## config.mk

```make
export PLATFORM = sky130hd
export DESIGN_NAME = simd_pair_widen_acc
export DESIGN_NICKNAME = d
export VERILOG_FILES = /design/src/rtl/simd_pair_widen_acc.sv
export SDC_FILE = /design/constraint.sdc
export NUM_CORES = 2
export LEC_CHECK = 0
export ABC_AREA = 1
export BUFFER_PORTS_ARGS = -buffer_cell sky130_fd_sc_hd__buf_2
export CORE_MARGIN = 3
export CORE_UTILIZATION = 43
export CTS_CLUSTER_SIZE = 30
export DETAILED_ROUTE_END_ITERATION = 10
export GPL_TIMING_DRIVEN = 0
export PLACE_DENSITY = 0.71
export SLEW_MARGIN = 20
export SYNTH_ARGS = -nofsm -noshare
export SYNTH_HDL_FRONTEND = slang
export SYNTH_SLANG_ARGS = --single-unit
```

## constraint.sdc

```tcl
create_clock -name clk -period 8.8 [get_ports clk]
set_input_delay 0.44 -clock clk [delete_from_list [all_inputs] [get_ports clk]]
set_output_delay 0.44 -clock clk [all_outputs]
set_load 0.005 [all_outputs]
```

## src/rtl/simd_pair_widen_acc.sv

```systemverilog
module simd_pair_widen_acc #(
  parameter int VLEN = 128
) (
  input  logic            clk,
  input  logic            rst,
  input  logic            in_valid,
  input  logic [31:0]     insn,
  input  logic [VLEN-1:0] src,
  input  logic [VLEN-1:0] dst_in,
  output logic            out_valid,
  output logic            out_undef,
  output logic [VLEN-1:0] out_data
);
  localparam int HALF = VLEN / 2;

  logic       wide, zext, is_acc, undef;
  logic [1:0] sz;
  logic [VLEN-1:0] result, picked;

  assign wide = insn[30];
  assign zext = insn[29];
  assign sz   = insn[23:22];

  wire fixed_ok = (insn[31] == 1'b0) && (insn[28:24] == 5'b01110) &&
                  (insn[21:17] == 5'b10000) && (insn[11:10] == 2'b10);
  wire op_plain = insn[16:12] == 5'b00010;
  assign is_acc = insn[16:12] == 5'b00110;
  assign undef  = !fixed_ok || !(op_plain || is_acc) || (sz == 2'b11);

  wire [VLEN-1:0] by_size [3];

  for (genvar s = 0; s < 3; s++) begin : g_sz
    localparam int EW = 8 << s;
    localparam int LW = 2 * EW;
    localparam int NL = VLEN / LW;
    wire [VLEN-1:0] lanes;
    for (genvar i = 0; i < NL; i++) begin : g_lane
      wire [EW-1:0] ea = src[(2*i)*EW +: EW];
      wire [EW-1:0] eb = src[(2*i+1)*EW +: EW];
      wire [LW-1:0] xa = {{EW{!zext & ea[EW-1]}}, ea};
      wire [LW-1:0] xb = {{EW{!zext & eb[EW-1]}}, eb};
      wire [LW-1:0] acc = is_acc ? dst_in[i*LW +: LW] : '0;
      assign lanes[i*LW +: LW] = xa + xb + acc;
    end
    assign by_size[s] = lanes;
  end

  always_comb begin
    case (sz)
      2'b00:   picked = by_size[0];
      2'b01:   picked = by_size[1];
      default: picked = by_size[2];
    endcase
    result = wide ? picked : {{HALF{1'b0}}, picked[HALF-1:0]};
  end

  always_ff @(posedge clk) begin
    if (rst) begin
      out_valid <= 1'b0;
      out_undef <= 1'b0;
      out_data  <= '0;
    end else begin
      out_valid <= in_valid;
      if (in_valid) begin
        out_undef <= undef;
        out_data  <= undef ? dst_in : result;
      end
    end
  end

  assert_latency_R8: assert property (@(posedge clk) disable iff (rst)
    out_valid |-> ($past(in_valid) && !$past(rst)));

  assert_reserved_size_R4: assert property (@(posedge clk) disable iff (rst)
    (out_valid && $past(insn[23:22]) == 2'b11) |-> out_undef);

  assert_undef_keeps_dst_R4: assert property (@(posedge clk) disable iff (rst)
    (out_valid && out_undef) |-> (out_data == $past(dst_in)));

  assert_bad_opcode_R2: assert property (@(posedge clk) disable iff (rst)
    (out_valid && $past(insn[16:12]) != 5'b00010 && $past(insn[16:12]) != 5'b00110)
      |-> out_undef);

  assert_upper_zero_R7: assert property (@(posedge clk) disable iff (rst)
    (out_valid && !out_undef && !$past(insn[30])) |-> (out_data[VLEN-1:HALF] == '0));
endmodule

```

==> reports/qor.yml <==
period_needed_ns: 8.851
synth_cells: 6460
drt_drc_violations_left: 0
yosysWarnings: 0
worstHoldStart: "dst_in[47]"
timing.setup.tns_ns: -0.09859
netlist_area_sq_um: 37370
cts_tree: "built"
crit_type: "primary input to flop"
cts_post_setup_buffers_inserted: 0
finalHoldViolCount: 0
worst_pin_slew_ns: 1.235
timing.final.crit_share_pct: 100.6
flow.area_growth_from_synthesis_pct: 11.14
worst_ep_required_ns: 9.20
cts-hold-fix-buffers: 0
critical_path.endpoint_type: "flop"
layout_cell_share_with_drive_strength_beyond_1_pct: 8.708
setup.worst_path.start: "insn[13]"
drt_iter0_drc: 4713
worst_slew_margin_rel_pct: 17.65
worst_setup_hold_path_clk_slew_ns: 0.09
syn_area_per_cell_sq_um: 5.784
via_per_instance_ratio: 5.731
maximum_number_of_pins_on_one_net_before_global_route_repair: 17
timing.critical_path.from_type: "primary input"
crit_arrival_ns: 9.25
outcome: "finished, violations left"
max_stage_delay_ns: 1.12
dpl.cell_count: 8014
dp.final_hpwl_um: 151400
failed_checks: "setup timing"
root_driver: "clkbuf_16"
avgRoutedWirePerCell_um: 22.51
critical_path.max_fanout: 10
area_share_of_the_largest_cell_type_after_synthesis_pct: 18.42
synth-edff-count: 0
die_h_um: 300.8
synthDominantAreaCellType: "ha_1"
post_cts_resize_count: 0
path_common_cell: "nand2_1"
ys_top_cells_by_area: "ha_1 (18%), nand2_1 (15%), a21oi_1 (11%)"
seq_area_frac_synth_pct: 6.965
core.rowCount: 107
antenna_cells_inserted: 0
max-clock-path-buffers: 2
synth_fp_nets: 7329
critical_path.slowest_cell: "nand4_1"
detailedRoute.firstPassIterationCount: 6
postSynthRegisterBits: 130
final-setup-viol-count: 2
min-delay-path-class: "primary input to flop"
timing.final.max_slew_violations: 0
post_synth_num_cell_types: 71
most_used_standard_cell_by_instance_count_after_synthesis: "nand2_1"
cp_top_family: "simple AND/OR/NAND/NOR gates"
dominantRegCellSynth: "dfxtp_1"
fmaxAchievable_mhz: 113.0
floorplan.io_pins: 421
gp_congestion: 1.044
ys_async_sr_fraction_pct: 0
r2r_start: "out_data[98]"
worst_path_buf_inv: 6
cell_area_power_density_nw_per_um2: 98.87
post_synth_most_frequent_cells: "nand2_1 (1493), inv_1 (1018), a21oi_1 (808)"
ant_nets: 0
grt_antenna_before_repair: 3
tritoncts_num_sinks: 130
port_buffers: 406
via_count: 46110
vias_in_the_first_global_route: 42460
ir_worst_vdd_uv: 92.34
cellLeakagePower_nw: 22.78
dieWidth_um: 300.8
fin_nets: 7758
drt_wl_total_um: 181100
cts_buffers: 17
grt_overflow_total: 0
dpl_worst_slack_ns: -0.002144
core_area_sq_um: 85680
num-fill-cells: 9400
cap_violations: 0
initial_utilization_pct: 43.61
worstSkewPairLatency_ns: 0.51
grt_first_pass_wirelength_um: 260200
die_ar_sq_um: 90470
cts-htree-levels: 4
layout.cells.non_filler: 8046
clock-skew-final_ns: 0
fin_ws_ns: -0.05093
global_route.usage.total_pct: 38.42
==> power breakdown <==
group          internal [W]  switching, W
combinational      0.000844       0.00180
sequential         0.000621     0.0000227
clock              0.000451      0.000368
total               0.00192       0.00219
==> through the flow <==
step / hold slack [ns] / power [W] / instance area, sq um / utilization [%]
finish: 0.2721 / 0.004106 / 41530 / 48.47
global route: 0.2651 / 0.004383 / 41530 / 48.47
CTS: 0.2454 / 0.004035 / 41530 / 48.47
detailed placement: 0.4579 / 0.003201 / 40920 / 47.76
global placement: 0.4531 / 0.003179 / 40830 / 47.65
floorplan: 0.4618 / 0.002376 / 37370 / -
==> tightest hold or removal path: cells and delay by family <==
kind,cells,cell delay (ns)
AOI/OAI and AO/OA,2,0.11
buffers and inverters,2,0.15
and+or+nand+nor,1,0.06
==> metal layers <==
| metal | GRT usage [%] | share of wire [%] | vias to the layer above |
|---|---|---|---|
| met2 | 61.46 | 43 | 2219 |
| met4 | 21.01 | 6.1 | 2 |
| li1 | - | - | 22520 |
| met5 | 0 | 0.0083 | - |
| met3 | 7.109 | 9.6 | 408 |
| met1 | 48.67 | 41 | 20960 |
==> cell families after synthesis <==
group	Yosys count	synth area share (%)
xor gates and xnor gates	272	6.446
adders and majority gates	578	19.92
DFF	130	6.965
buffers and inverters	1167	11.93
AOI/OAI and AO/OA	1664	24.92
and+or+nand+nor	2649	29.82
==> flip-flops by register name (all words and copies together), names as in the netlist <==
register   flops
out_undef      1
out_data     128
out_valid      1
==> cell type report <==
| type | instances | area (sq um) | share of cell area (%) |
|---|---|---|---|
| Clock buffer | 19 | 432.9 | 1.042 |
| Sequential cell | 130 | 2603 | 6.267 |
| Timing Repair Buffer | 410 | 2077 | 5.001 |
| Inverter | 1035 | 3887 | 9.361 |
| Multi-Input combinational cell | 5163 | 30330 | 73.03 |
| Tap cell | 1144 | 1431 | 3.447 |
| Buffer | 132 | 591.8 | 1.425 |
| Clock inverter | 13 | 176.4 | 0.4248 |
==> cells in the final DEF, fill, tap and decap left out, types with 25 or more instances in the layout <==
master	instances
o21ai_1	50
xnor2_1	94
o21a_1	29
fa_1	28
dfxtp_1	130
a21oi_1	808
inv_1	1018
nor2_2	25
clkbuf_1	85
nor2_1	539
a31oi_1	63
o21bai_1	52
o21ai_0	441
o211ai_1	34
nand3_1	316
nand2_1	1493
nor3_1	77
or2_2	36
xor2_1	175
a21o_1	27
nand4_1	73
buf_2	418
ha_1	550
==> path summary, 6_finish.rpt <==
check                           slack, ns  cells past startpoint           end
worst min register to register       0.47                      2  out_data[46]
worst max-delay path                -0.05                     29  out_data[40]
worst max register to register       7.89                      4  out_data[98]
worst min-delay path                 0.27                      5  out_data[47]
(Power assumes the default switching activity.)
